File: config.mk
export PLATFORM = sky130hd
export DESIGN_NAME = dmac_csr
export DESIGN_NICKNAME = d
export VERILOG_FILES = /design/src/rtl/dmac_csr_pkg.sv /design/src/rtl/dmac_csr_ctl.sv /design/src/rtl/dmac_csr_flags.sv /design/src/rtl/dmac_csr_rdmux.sv /design/src/rtl/dmac_csr.sv
export SDC_FILE = /design/constraint.sdc
export NUM_CORES = 1
export LEC_CHECK = 0
export ABC_CLOCK_PERIOD_IN_PS = 1100
export CORE_MARGIN = 3
export CORE_UTILIZATION = 30
export CTS_BUF_LIST = sky130_fd_sc_hd__clkbuf_4
export DETAILED_ROUTE_END_ITERATION = 7
export HOLD_SLACK_MARGIN = 0.12
export PLACE_DENSITY = 0.61
export SLEW_MARGIN = 0
export SYNTH_ARGS = -nofsm -noshare
export SYNTH_HDL_FRONTEND = slang
export SYNTH_SLANG_ARGS = --single-unit
File: constraint.sdc
create_clock -name clk -period 1.1 [get_ports clk]
set_clock_uncertainty 0.1 [all_clocks]
set_input_delay 0.165 -clock clk [delete_from_list [all_inputs] [get_ports clk]]
set_output_delay 0.165 -clock clk [all_outputs]
set_load 0.005 [all_outputs]
File: src/rtl/dmac_csr_pkg.sv
package dmac_csr_pkg;

    localparam int DATA_W       = 32;
    localparam int WADDR_W      = 3;
    localparam int CH_PER_GRP   = 8;
    localparam int NUM_GRP      = 2;
    localparam int NIB_W        = 4;
    localparam int FLAG_ERR_OFS = 8;
    localparam int STATE_LSB    = 16;
    localparam int STATE_W      = 2;
    localparam int IEN_HI_OFS   = 8;

    typedef enum logic [1:0] {
        MODE_OFF    = 2'd0,
        MODE_CHAIN  = 2'd1,
        MODE_SINGLE = 2'd2,
        MODE_RSVD   = 2'd3
    } xfer_mode_e;

    typedef enum logic [1:0] {
        ENG_IDLE  = 2'd0,
        ENG_FETCH = 2'd1,
        ENG_WAIT  = 2'd2,
        ENG_MOVE  = 2'd3
    } eng_state_e;

    typedef enum logic [2:0] {
        W_CTRL_LO = 3'd0,
        W_RSVD_A  = 3'd1,
        W_IEN     = 3'd2,
        W_CTRL_HI = 3'd3,
        W_STAT_LO = 3'd4,
        W_RSVD_B  = 3'd5,
        W_STAT_HI = 3'd6,
        W_RSVD_C  = 3'd7
    } reg_word_e;

    typedef struct packed {
        logic       to_dev;
        xfer_mode_e mode;
    } ch_ctl_t;

    localparam int CTL_W = $bits(ch_ctl_t);

    // Bit of the enable word that belongs to a channel.
    function automatic int ien_bit(input int ch);
        return (ch < CH_PER_GRP) ? ch : ch + IEN_HI_OFS;
    endfunction

endpackage

File: src/rtl/dmac_csr_ctl.sv
// Channel control nibbles and interrupt enables.
module dmac_csr_ctl
    import dmac_csr_pkg::*;
#(
    parameter int NUM_CH = 12
) (
    input  logic                    clk,
    input  logic                    rst_n,
    input  logic                    wr_lo,
    input  logic                    wr_hi,
    input  logic                    wr_ien,
    input  logic [DATA_W-1:0]       wdata,
    output ch_ctl_t [NUM_CH-1:0]    ctl_q,
    output logic    [NUM_CH-1:0]    ien_q
);

    typedef struct packed {
        ch_ctl_t [NUM_CH-1:0] ctl;
        logic    [NUM_CH-1:0] ien;
    } ctl_state_t;

    ctl_state_t st_d, st_q;
    logic       unused_wdata;

    assign unused_wdata = ^wdata;

    always_comb begin
        st_d = st_q;
        for (int n = 0; n < NUM_CH; n++) begin
            if ((n < CH_PER_GRP) ? wr_lo : wr_hi) begin
                st_d.ctl[n] = ch_ctl_t'(wdata[NIB_W*(n % CH_PER_GRP) +: CTL_W]);
            end
            if (wr_ien) begin
                st_d.ien[n] = wdata[ien_bit(n)];
            end
        end
    end

    always_ff @(posedge clk or negedge rst_n) begin
        if (!rst_n) begin
            st_q <= '0;
        end else begin
            st_q <= st_d;
        end
    end

    assign ctl_q = st_q.ctl;
    assign ien_q = st_q.ien;

endmodule

File: src/rtl/dmac_csr_flags.sv
// Sticky completion/error flags (set beats clear) and the registered interrupt.
module dmac_csr_flags #(
    parameter int NUM_CH = 12
) (
    input  logic              clk,
    input  logic              rst_n,
    input  logic [NUM_CH-1:0] done_pulse,
    input  logic [NUM_CH-1:0] fault_pulse,
    input  logic [NUM_CH-1:0] clr_done,
    input  logic [NUM_CH-1:0] clr_fault,
    input  logic [NUM_CH-1:0] ien,
    output logic [NUM_CH-1:0] done_q,
    output logic [NUM_CH-1:0] fault_q,
    output logic              irq_q
);

    typedef struct packed {
        logic [NUM_CH-1:0] done;
        logic [NUM_CH-1:0] fault;
        logic              irq;
    } flag_state_t;

    flag_state_t st_d, st_q;

    always_comb begin
        st_d       = st_q;
        st_d.done  = done_pulse  | (st_q.done  & ~clr_done);
        st_d.fault = fault_pulse | (st_q.fault & ~clr_fault);
        st_d.irq   = |(st_q.done & ien);
    end

    always_ff @(posedge clk or negedge rst_n) begin
        if (!rst_n) begin
            st_q <= '0;
        end else begin
            st_q <= st_d;
        end
    end

    assign done_q  = st_q.done;
    assign fault_q = st_q.fault;
    assign irq_q   = st_q.irq;

endmodule

File: src/rtl/dmac_csr_rdmux.sv
// Builds every readable word from the stored state and selects one.
module dmac_csr_rdmux
    import dmac_csr_pkg::*;
#(
    parameter int NUM_CH = 12
) (
    input  logic [WADDR_W-1:0]         waddr,
    input  ch_ctl_t [NUM_CH-1:0]       ctl,
    input  logic [NUM_CH-1:0]          ien,
    input  logic [NUM_CH-1:0]          done,
    input  logic [NUM_CH-1:0]          fault,
    input  logic [STATE_W*NUM_CH-1:0]  eng_state,
    output logic [DATA_W-1:0]          rdata
);

    logic [NUM_GRP-1:0][DATA_W-1:0] ctl_w;
    logic [NUM_GRP-1:0][DATA_W-1:0] stat_w;
    logic [DATA_W-1:0]              ien_w;

    always_comb begin
        ctl_w  = '0;
        stat_w = '0;
        ien_w  = '0;
        for (int n = 0; n < NUM_CH; n++) begin
            ctl_w[n / CH_PER_GRP][NIB_W*(n % CH_PER_GRP) +: CTL_W] = ctl[n];
            ien_w[ien_bit(n)] = ien[n];
            stat_w[n / CH_PER_GRP][n % CH_PER_GRP] = done[n];
            stat_w[n / CH_PER_GRP][(n % CH_PER_GRP) + FLAG_ERR_OFS] = fault[n];
            stat_w[n / CH_PER_GRP][STATE_LSB + STATE_W*(n % CH_PER_GRP) +: STATE_W] =
                eng_state[STATE_W*n +: STATE_W];
        end
    end

    always_comb begin
        case (reg_word_e'(waddr))
            W_CTRL_LO: rdata = ctl_w[0];
            W_CTRL_HI: rdata = ctl_w[1];
            W_IEN:     rdata = ien_w;
            W_STAT_LO: rdata = stat_w[0];
            W_STAT_HI: rdata = stat_w[1];
            default:   rdata = '0;
        endcase
    end

endmodule

File: src/rtl/dmac_csr.sv
// Top: word decode, clear-mask mapping, channel outputs.
module dmac_csr
    import dmac_csr_pkg::*;
#(
    parameter int NUM_CH = 12
) (
    input  logic                        clk,
    input  logic                        rst_n,
    input  logic                        bus_wr,
    input  logic [WADDR_W-1:0]          bus_waddr,
    input  logic [DATA_W-1:0]           bus_wdata,
    output logic [DATA_W-1:0]           bus_rdata,
    input  logic [STATE_W*NUM_CH-1:0]   eng_state,
    input  logic [NUM_CH-1:0]           done_pulse,
    input  logic [NUM_CH-1:0]           fault_pulse,
    output logic [STATE_W*NUM_CH-1:0]   ch_mode,
    output logic [NUM_CH-1:0]           ch_to_dev,
    output logic                        irq
);

    reg_word_e             word;
    logic                  wr_lo, wr_hi, wr_ien;
    logic [NUM_GRP-1:0]    stat_wr;
    ch_ctl_t [NUM_CH-1:0]  ctl_q;
    logic [NUM_CH-1:0]     ien_q;
    logic [NUM_CH-1:0]     done_q, fault_q;
    logic [NUM_CH-1:0]     clr_done, clr_fault;

    assign word       = reg_word_e'(bus_waddr);
    assign wr_lo      = bus_wr && (word == W_CTRL_LO);
    assign wr_hi      = bus_wr && (word == W_CTRL_HI);
    assign wr_ien     = bus_wr && (word == W_IEN);
    assign stat_wr[0] = bus_wr && (word == W_STAT_LO);
    assign stat_wr[1] = bus_wr && (word == W_STAT_HI);

    for (genvar n = 0; n < NUM_CH; n++) begin : g_ch
        localparam int GRP  = n / CH_PER_GRP;
        localparam int SLOT = n % CH_PER_GRP;
        assign clr_done[n]  = stat_wr[GRP] & bus_wdata[SLOT];
        assign clr_fault[n] = stat_wr[GRP] & bus_wdata[SLOT + FLAG_ERR_OFS];
        assign ch_mode[STATE_W*n +: STATE_W] = ctl_q[n].mode;
        assign ch_to_dev[n] = ctl_q[n].to_dev;
    end

    dmac_csr_ctl #(.NUM_CH(NUM_CH)) u_ctl (
        .clk    (clk),
        .rst_n  (rst_n),
        .wr_lo  (wr_lo),
        .wr_hi  (wr_hi),
        .wr_ien (wr_ien),
        .wdata  (bus_wdata),
        .ctl_q  (ctl_q),
        .ien_q  (ien_q)
    );

    dmac_csr_flags #(.NUM_CH(NUM_CH)) u_flags (
        .clk         (clk),
        .rst_n       (rst_n),
        .done_pulse  (done_pulse),
        .fault_pulse (fault_pulse),
        .clr_done    (clr_done),
        .clr_fault   (clr_fault),
        .ien         (ien_q),
        .done_q      (done_q),
        .fault_q     (fault_q),
        .irq_q       (irq)
    );

    dmac_csr_rdmux #(.NUM_CH(NUM_CH)) u_rdmux (
        .waddr     (bus_waddr),
        .ctl       (ctl_q),
        .ien       (ien_q),
        .done      (done_q),
        .fault     (fault_q),
        .eng_state (eng_state),
        .rdata     (bus_rdata)
    );

endmodule

==> results of run 1 <==
-- registers in the layout (all words and copies together), names as in the netlist --
name,count
u_ctl.ctl_q,36
u_ctl.ien_q,12
u_flags.done_q,12
u_flags.fault_q,12
u_flags.irq_q,1
-- cell usage after synthesis, drive strengths merged, types with 4 or more instances --
cell type | instances | area (um2)
a21o | 24 | 180
nand2 | 29 | 109
mux2i | 20 | 200
a22oi | 7 | 52.6
mux2 | 54 | 646
nor2b | 6 | 37.5
nand3 | 4 | 20.0
buf | 14 | 106
a21oi | 5 | 25.0
o22ai | 4 | 25.0
dfrtp | 73 | 1830
nor2 | 14 | 68.8
o2bb2ai | 6 | 52.6
-- final cells by class --
| type | count | area (um2) |
|---|---|---|
| clock buffer | 11 | 82.6 |
| clock inverter | 5 | 22.5 |
| fill | 965 | 4650 |
| inverter | 3 | 11.3 |
| multi-input combinational | 201 | 2040 |
| sequential | 73 | 1830 |
| tap | 143 | 179 |
| timing repair buffer | 289 | 2850 |
-- logic make-up after synthesis --
family / synth area share, %
buf+inv: 3.57
compound gates: 12.2
simple gates: 9.06
mux: 25.1
flops: 50.1
-- worst max-delay path by stage --
stage	cells after the start	to	slack, ns	start
2_1_floorplan	5	u_ctl.ctl_q[0]	-0.22	bus_waddr[1]
3_3_place_gp	7	bus_rdata[1]	-1.16	bus_waddr[0]
3_5_place_dp	6	bus_rdata[2]	-1.18	bus_waddr[0]
4_1_cts	3	bus_rdata[16]	-0.75	u_ctl.ien_q[8]
5_1_grt	3	bus_rdata[16]	-0.78	u_ctl.ien_q[8]
6_report	3	bus_rdata[18]	-0.73	u_ctl.ctl_q[14]
-- through the flow --
step | instance area, um2 | TNS [ns]
5_1_grt | 7010 | -33.76
3_5_place_dp | 6040 | -100.44
4_1_cts | 6930 | -31.78
6_report | 7010 | -29.37
3_3_place_gp | 6040 | -99.49
2_1_floorplan | 3750 | -8.19
-- what timing repair did --
action,4_1_cts,5_1_grt
setup endpoints to repair,142,126
hold endpoints to repair,73,0
setup buffers,45,29
cloned,5,1
hold buffers,1,0
gates resized for setup,439,46
pin swaps,19,16
-- tightest hold or removal path, delay by kind of cell --
| kind | cells | cell delay (ns) |
|---|---|---|
| buffers and inverters | 3 | 0.97 |
-- routing by layer --
layer,share of wire [%],routed length [um],up-vias
met5,0,0,-
li1,-,-,1658
met3,5.3,725,9
met4,0.77,107,0
met2,51,7020,105
met1,43,5960,1755
-- report_power, final --
group / leakage [nW] / switching, mW / internal [mW]
clock network: 0.0655 / 0.945 / 0.491
logic: 2.37 / 1.22 / 2.65
registers: 0.799 / 0.284 / 3.09
==> run_results.csv, run 1 <==
group,metric,value,unit
route,ant_nets,0,
synth,syn_area_per_cell,12.4,um2
synth,synth_edf_count,0,
timing,grt_setup_unrepaired,"yes",
synth,synth-async-reset-ratio,100,%
place,numPortBuffers,151,
critical_path,reg2reg_depth,4,
cells_and_area,final_common_cell,"buf_6",
critical_path,cp_num_buf_inv,1,
cells_and_area,area_delta_synth_final,92.3,%
cells_and_area,final_cell_mix,"buf_6, clkdlybuf4s50_1, dfrtp_1",
job,maxCapViolations,0,
place,pre_cts_ws,-1.18,ns
pwr,powerDensity,1240,nW/um2
timing,setup_viol,108,
route,vias_per_cell,4.86,
timing,slew_violations,0,
floorplanning,die_w,116,um
clock_network,cts_made_buffers,9,
floorplanning,die-area,13500,um2
timing,slew_headroom,73.7,%
critical_path,r2r_slack,-0.20,ns
critical_path,regToRegEndpoint,"u_flags.irq_q",
place,place_congestion,0.816,
critical_path,start_kind,"register",
critical_path,crit_path_max_fanout,2,
global_route,grt_max_degree,74,
floorplanning,core.rowCount,39,
cells_and_area,diodes,0,
route,wirelength,13.8,mm
timing,clock.fmax,548,MHz
global_route,grt_use_met2,33.9,%
outcome,status,"finished with violations",
pwr,ir_drop,0.615,mV
clock_network,clock-sinks,73,
route,drtIter0Drc,103,
clock_network,cts_tree,"built",
synth,syn_nets,380,
pwr,p_total,8.68,mW
critical_path,cp-end-kind,"output pin",
clock_network,cts_buffer_depth,2,
global_route,grtUsageMet1,27.4,%
floorplanning,coreArea,11700,um2
global_route,grt.total_usage,20.3,%
synth,synthCells,294,
synth,yosysSeqAreaShare,50.1,%
timing,setup_ws,-0.725,ns
cells_and_area,drive_above_1_share,56.2,%
timing,worst_pin_slew,0.395,ns
global_route,antenna_found_initial,0,
critical_path,critPathKind,"reg -> out",
global_route,met3_usage,3.78,%
critical_path,critPathSlowestCell,"mux4_2",
floorplanning,pin_count,155,
hold_path,hp-class,"in -> async",
critical_path,worstPathRequired,0.83,ns
timing,whs,0.173,ns
cells_and_area,fin_nets,663,
global_route,grt_most_used_layer,"met2",
timing,final_hold_viol_count,0,
synth,ys_seq_elements,73,
floorplanning,start_util,31.3,%
clock_network,ctsRootBufferMaster,"clkbuf_4",
place,placed_cells,663,
synth,synthesis.area,3640,um2
route,drc,0,
route,wire_per_inst,19.0,um
synth,synth_flop_cell,"dfrtp_1",
cells_and_area,fin_cells,725,
global_route,grt_pass1_wl,20.6,mm
critical_path,crit_chain,"mux4_2 -> nor2b_4 -> buf_2",
critical_path,critPathMaxStageDelay,0.46,ns
timing,period_minus_slack,1.83,ns
route,vias,3527,
floorplanning,die_y,116,um
synth,yosysWarnings,0,
global_route,first_global_vias,3703,
pwr,cellLeakagePower,3.23,nW
critical_path,r2r-start,"u_ctl.ien_q[7]",
clock_network,clock_latency,0.43,ns
outcome,violations,"setup timing",
route,dr.pass1.iters,4,
place,dpl.hpwl,9.18,mm
critical_path,arrival,1.56,ns
timing,post-route-period-util,166,%
cells_and_area,finish.utilization,60.1,%
clock_network,htree_levels,3,
clock_network,path_clk_slew,0.13,ns
synth,ys_types,36,
critical_path,critPathTopFamily,"multiplexers",
global_route,grt_overflow_total,0,
No activity file was read; power rests on OpenSTA's default activity.
==> run 2, diff against run 1 <==
--- a/config.mk
+++ b/config.mk
@@ -6,6 +6,7 @@
 export NUM_CORES = 1
 export LEC_CHECK = 0
 export ABC_CLOCK_PERIOD_IN_PS = 1100
+export CORE_ASPECT_RATIO = 0.9
 export CORE_MARGIN = 3
 export CORE_UTILIZATION = 30
 export CTS_BUF_LIST = sky130_fd_sc_hd__clkbuf_4
==> run_results.csv, run 2 (same netlist as run 1, synthesis figures left out) <==
group,metric,value,unit
outcome,status,"finished with violations",
outcome,violations,"setup timing",
timing,final_hold_viol_count,0,
cells_and_area,area_delta_synth_final,100,%
cells_and_area,final_common_cell,"buf_6",
global_route,grt_pass1_wl,21.4,mm
floorplanning,start_util,31.2,%
cells_and_area,fin_nets,688,
place,dpl.hpwl,9.30,mm
route,dr.pass1.iters,6,
route,ant_nets,0,
clock_network,ctsRootBufferMaster,"clkbuf_4",
critical_path,regToRegEndpoint,"u_flags.irq_q",
floorplanning,die-area,13500,um2
global_route,grt_max_degree,74,
timing,setup_ws,-0.698,ns
pwr,cellLeakagePower,3.36,nW
cells_and_area,drive_above_1_share,58.3,%
critical_path,r2r-start,"u_ctl.ien_q[0]",
route,wirelength,14.2,mm
timing,worst_pin_slew,0.402,ns
clock_network,cts_tree,"built",
cells_and_area,finish.instance_area,7290,um2
pwr,p_total,9.57,mW
clock_network,clock_latency,0.41,ns
cells_and_area,finish.utilization,62.5,%
timing,period_minus_slack,1.80,ns
timing,slew_headroom,73.2,%
cells_and_area,final_cell_mix,"buf_6, buf_4, clkdlybuf4s50_1, dfrtp_1, mux2_4",
floorplanning,core.rowCount,37,
global_route,antenna_found_initial,0,
clock_network,htree_levels,3,
clock_network,path_clk_slew,0.13,ns
job,maxCapViolations,0,
global_route,grt.total_usage,20.5,%
critical_path,cp-end-kind,"output pin",
floorplanning,die_w,122,um
floorplanning,coreArea,11700,um2
route,wire_per_inst,18.6,um
floorplanning,die_y,111,um
place,place_congestion,0.797,
critical_path,reg2reg_depth,4,
cells_and_area,nFillCells,949,
clock_network,cts_buffer_depth,2,
timing,clock.fmax,556,MHz
route,drc,0,
timing,setup_viol,104,
critical_path,critPathKind,"reg -> out",
hold_path,hp-class,"in -> async",
clock_network,clock-sinks,73,
floorplanning,pin_count,155,
cells_and_area,diodes,0,
cells_and_area,largest_register_ffs,36,
critical_path,worstPathRequired,0.83,ns
critical_path,start_kind,"register",
global_route,grt_overflow_total,0,
route,drtIter0Drc,122,
pwr,powerDensity,1310,nW/um2
global_route,first_global_vias,3915,
route,vias,3601,
critical_path,crit_path_max_fanout,2,
clock_network,cts_made_buffers,9,
place,placed_cell_area,6180,um2
route,vias_per_cell,4.73,
critical_path,arrival,1.53,ns
place,numPortBuffers,151,
critical_path,r2r_slack,-0.25,ns
timing,grt_setup_unrepaired,"yes",
pwr,ir_drop,0.928,mV
timing,post-route-period-util,163,%
timing,slew_violations,0,
-- run 2: cell count changes in the layout (fill, tap and decap cells not counted), sizes merged --
cell	previous run	this run
buf	205	229
bufbuf	1	0
bufinv	0	3
clkbuf	15	14
clkdlybuf4s50	75	73
clkinv	5	3
dlygate4sd2	1	3
or2	2	3
-- run 2: critical path, cell delays in order, from the launching register on --
cell     delay (ns)
dfrtp_1        0.42
mux4_2         0.45
nor2b_4        0.14
buf_2          0.12
-- run 2: timing repair --
item	CTS	global route
pin swaps	36	28
cloned	4	0
resized for setup	424	61
hold buffers	1	0
buffers inserted	50	30
endpoints found under the hold margin	73	0
setup endpoints to repair	142	106
-- run 2: how the worst max path moves through the flow --
stage | start | to | slack (ns)
after detailed placement | bus_waddr[1] | bus_rdata[4] | -1.33
after global placement | bus_waddr[1] | bus_rdata[5] | -1.31
final | u_ctl.ien_q[9] | bus_rdata[17] | -0.70
after global routing | u_ctl.ien_q[9] | bus_rdata[17] | -0.78
after floorplan | bus_waddr[1] | u_ctl.ctl_q[0] | -0.22
after CTS | u_ctl.ien_q[9] | bus_rdata[17] | -0.73
-- run 2: through the flow --
| step | worst slack (ns) | instances | TNS [ns] | hold WS, ns |
|---|---|---|---|---|
| after floorplan | -0.223 | 294 | -8.19 | -0.231 |
| after global placement | -1.31 | 689 | -98.88 | 0.113 |
| after detailed placement | -1.33 | 689 | -102.22 | 0.118 |
| after CTS | -0.726 | 753 | -33.62 | 0.187 |
| after global routing | -0.776 | 762 | -33.50 | 0.175 |
| final | -0.698 | 762 | -28.83 | 0.194 |
-- run 2: cell type report --
type | instances | area [um2] | area share, %
clock inverters | 6 | 108 | 1.48
clock buffers | 9 | 67.6 | 0.927
well taps | 156 | 195 | 2.68
inverters | 3 | 13.8 | 0.189
repair buffers | 313 | 3040 | 41.7
flip-flops and latches | 73 | 1830 | 25.1
multi-input cells | 202 | 2040 | 28.0
-- run 2: power by group --
part           internal (mW)  total, mW  switching (mW)
registers               3.09       3.38           0.292
logic                   2.79       4.07            1.29
clock network           1.13       2.11           0.981
-- run 2: layer usage --
layer  vias to the layer above  routed length (um)  global-route usage, %
met3                        21                 645                   3.69
met5                         -                   0                      0
li1                       1696                   -                      -
met4                         0                 306                   5.67
met2                       111                7060                   35.1
met1                      1773                6160                   26.4
==> run 3, diff against run 2 <==
--- a/config.mk
+++ b/config.mk
@@ -6,10 +6,10 @@
 export NUM_CORES = 1
 export LEC_CHECK = 0
 export ABC_CLOCK_PERIOD_IN_PS = 1100
+export CAP_MARGIN = 40
 export CORE_ASPECT_RATIO = 0.9
 export CORE_MARGIN = 3
 export CORE_UTILIZATION = 30
-export CTS_BUF_LIST = sky130_fd_sc_hd__clkbuf_4
 export DETAILED_ROUTE_END_ITERATION = 7
 export HOLD_SLACK_MARGIN = 0.12
 export PLACE_DENSITY = 0.61
==> run_results.csv, run 3 (same netlist as run 1, synthesis figures left out) <==
group,metric,value,unit
timing,setup_viol,115,
hold_path,hp-class,"in -> async",
floorplanning,pin_count,155,
global_route,grt_pass1_wl,21.7,mm
route,wire_per_inst,19.0,um
cells_and_area,nFillCells,911,
floorplanning,die_w,122,um
critical_path,critPathTopFamily,"multiplexers",
route,dr.pass1.iters,7,
timing,final_hold_viol_count,0,
outcome,violations,"setup timing",
clock_network,cts_made_buffers,9,
clock_network,cts_buffer_depth,2,
global_route,first_global_vias,3955,
floorplanning,die-area,13500,um2
timing,period_minus_slack,1.70,ns
critical_path,cp-end-kind,"output pin",
floorplanning,core.rowCount,37,
outcome,status,"finished with violations",
timing,post-route-period-util,154,%
floorplanning,coreArea,11700,um2
cells_and_area,fin_nets,685,
cells_and_area,seq_area,1830,um2
cells_and_area,finish.instance_area,7520,um2
critical_path,crit_path_max_fanout,2,
route,ant_nets,0,
critical_path,crit_chain,"mux4_2 -> nor2b_4 -> buf_2",
cells_and_area,final_common_cell,"buf_4",
clock_network,path_clk_slew,0.06,ns
critical_path,worstPathRequired,0.83,ns
critical_path,cp_num_buf_inv,1,
floorplanning,die_y,111,um
cells_and_area,final_cell_mix,"buf_4, buf_6, clkdlybuf4s50_1",
global_route,grt.total_usage,20.7,%
route,drtIter0Drc,173,
cells_and_area,drive_above_1_share,59.7,%
clock_network,htree_levels,3,
global_route,antenna_found_initial,0,
place,place_congestion,0.797,
global_route,grt_max_degree,74,
timing,grt_setup_unrepaired,"yes",
floorplanning,start_util,31.2,%
critical_path,start_kind,"register",
clock_network,ctsRootBufferMaster,"clkbuf_16",
pwr,ir_drop,0.998,mV
route,vias,3585,
clock_network,clock-sinks,73,
critical_path,arrival,1.43,ns
route,wirelength,14.4,mm
critical_path,critPathKind,"reg -> out",
timing,clock.fmax,589,MHz
job,maxCapViolations,0,
timing,setup_ws,-0.597,ns
clock_network,cts_tree,"built",
timing,worst_pin_slew,0.404,ns
global_route,grt_overflow_total,0,
critical_path,critPathSlowestCell,"mux4_2",
cells_and_area,largest_register_ffs,36,
timing,slew_violations,0,
pwr,powerDensity,1440,nW/um2
pwr,cellLeakagePower,3.45,nW
cells_and_area,area_delta_synth_final,106,%
place,placed_cell_area,6180,um2
critical_path,critPathMaxStageDelay,0.45,ns
place,dpl.hpwl,9.30,mm
cells_and_area,finish.utilization,64.5,%
route,drc,0,
timing,slew_headroom,73.1,%
clock_network,clock_latency,0.33,ns
cells_and_area,multi_input_comb_area,2140,um2
route,vias_per_cell,4.72,
place,numPortBuffers,151,
cells_and_area,diodes,0,
==> run 3: cell type report <==
type	count	share of cell area, %
clock buffers	10	3.18
clock inverters	5	1.38
inverters	3	0.183
multi-input cells	202	28.4
flip-flops and latches	73	24.3
well taps	156	2.59
repair buffers	310	40.0
==> run 3: metrics by stage <==
stage | std cells | worst slack, ns | setup TNS [ns] | hold WS (ns) | power (mW)
2_1_floorplan | 294 | -0.223 | -8.19 | -0.231 | 4.32
3_3_place_gp | 689 | -1.31 | -98.88 | 0.113 | 6.35
3_5_place_dp | 689 | -1.33 | -102.22 | 0.118 | 6.40
4_1_cts | 747 | -0.603 | -27.27 | 0.290 | 10.7
5_1_grt | 759 | -0.637 | -24.27 | 0.293 | 11.3
6_report | 759 | -0.597 | -21.11 | 0.286 | 10.9
==> run 3: final timing paths <==
path,start,to,slack [ns],cells after the start
max in group asynchronous,rst_n,u_ctl.ctl_q[22],0.29,3
min in group clk,fault_pulse[1],u_flags.fault_q[1],0.30,2
min,rst_n,u_ctl.ctl_q[28],0.29,3
min reg2reg,u_flags.fault_q[7],u_flags.fault_q[7],0.40,1
max reg2reg,u_ctl.ien_q[10],u_flags.irq_q,-0.24,5
max,u_ctl.ien_q[9],bus_rdata[17],-0.60,3
==> run 3: repair_timing <==
| action | in CTS | in global routing |
|---|---|---|
| setup buffers | 46 | 31 |
| endpoints found under the hold margin | 73 | 0 |
| endpoints found under the setup margin | 142 | 133 |
| pin swaps | 32 | 34 |
| gates cloned | 4 | 1 |
| gates resized for setup | 441 | 61 |
| hold buffers | 1 | 0 |
==> run 3: report_power, final <==
| group | internal [mW] | switching (mW) | total (mW) |
|---|---|---|---|
| sequential | 3.10 | 0.293 | 3.39 |
| combinational | 2.76 | 1.29 | 4.05 |
| clock | 2.27 | 1.16 | 3.43 |
| total | 8.12 | 2.75 | 10.9 |
==> run 3: layer usage <==
layer	share of wire (%)	vias up	GRT usage, %
met5	0	-	0
met1	44	1758	26.6
met3	5.1	17	4.25
met4	1.8	0	5.37
met2	49	124	35.3
li1	-	1686	-
==> run 3: worst min-delay path, stage by stage <==
cell and delay (ns):
dlygate4sd3_1 0.52, buf_4 0.11, buf_12 0.32
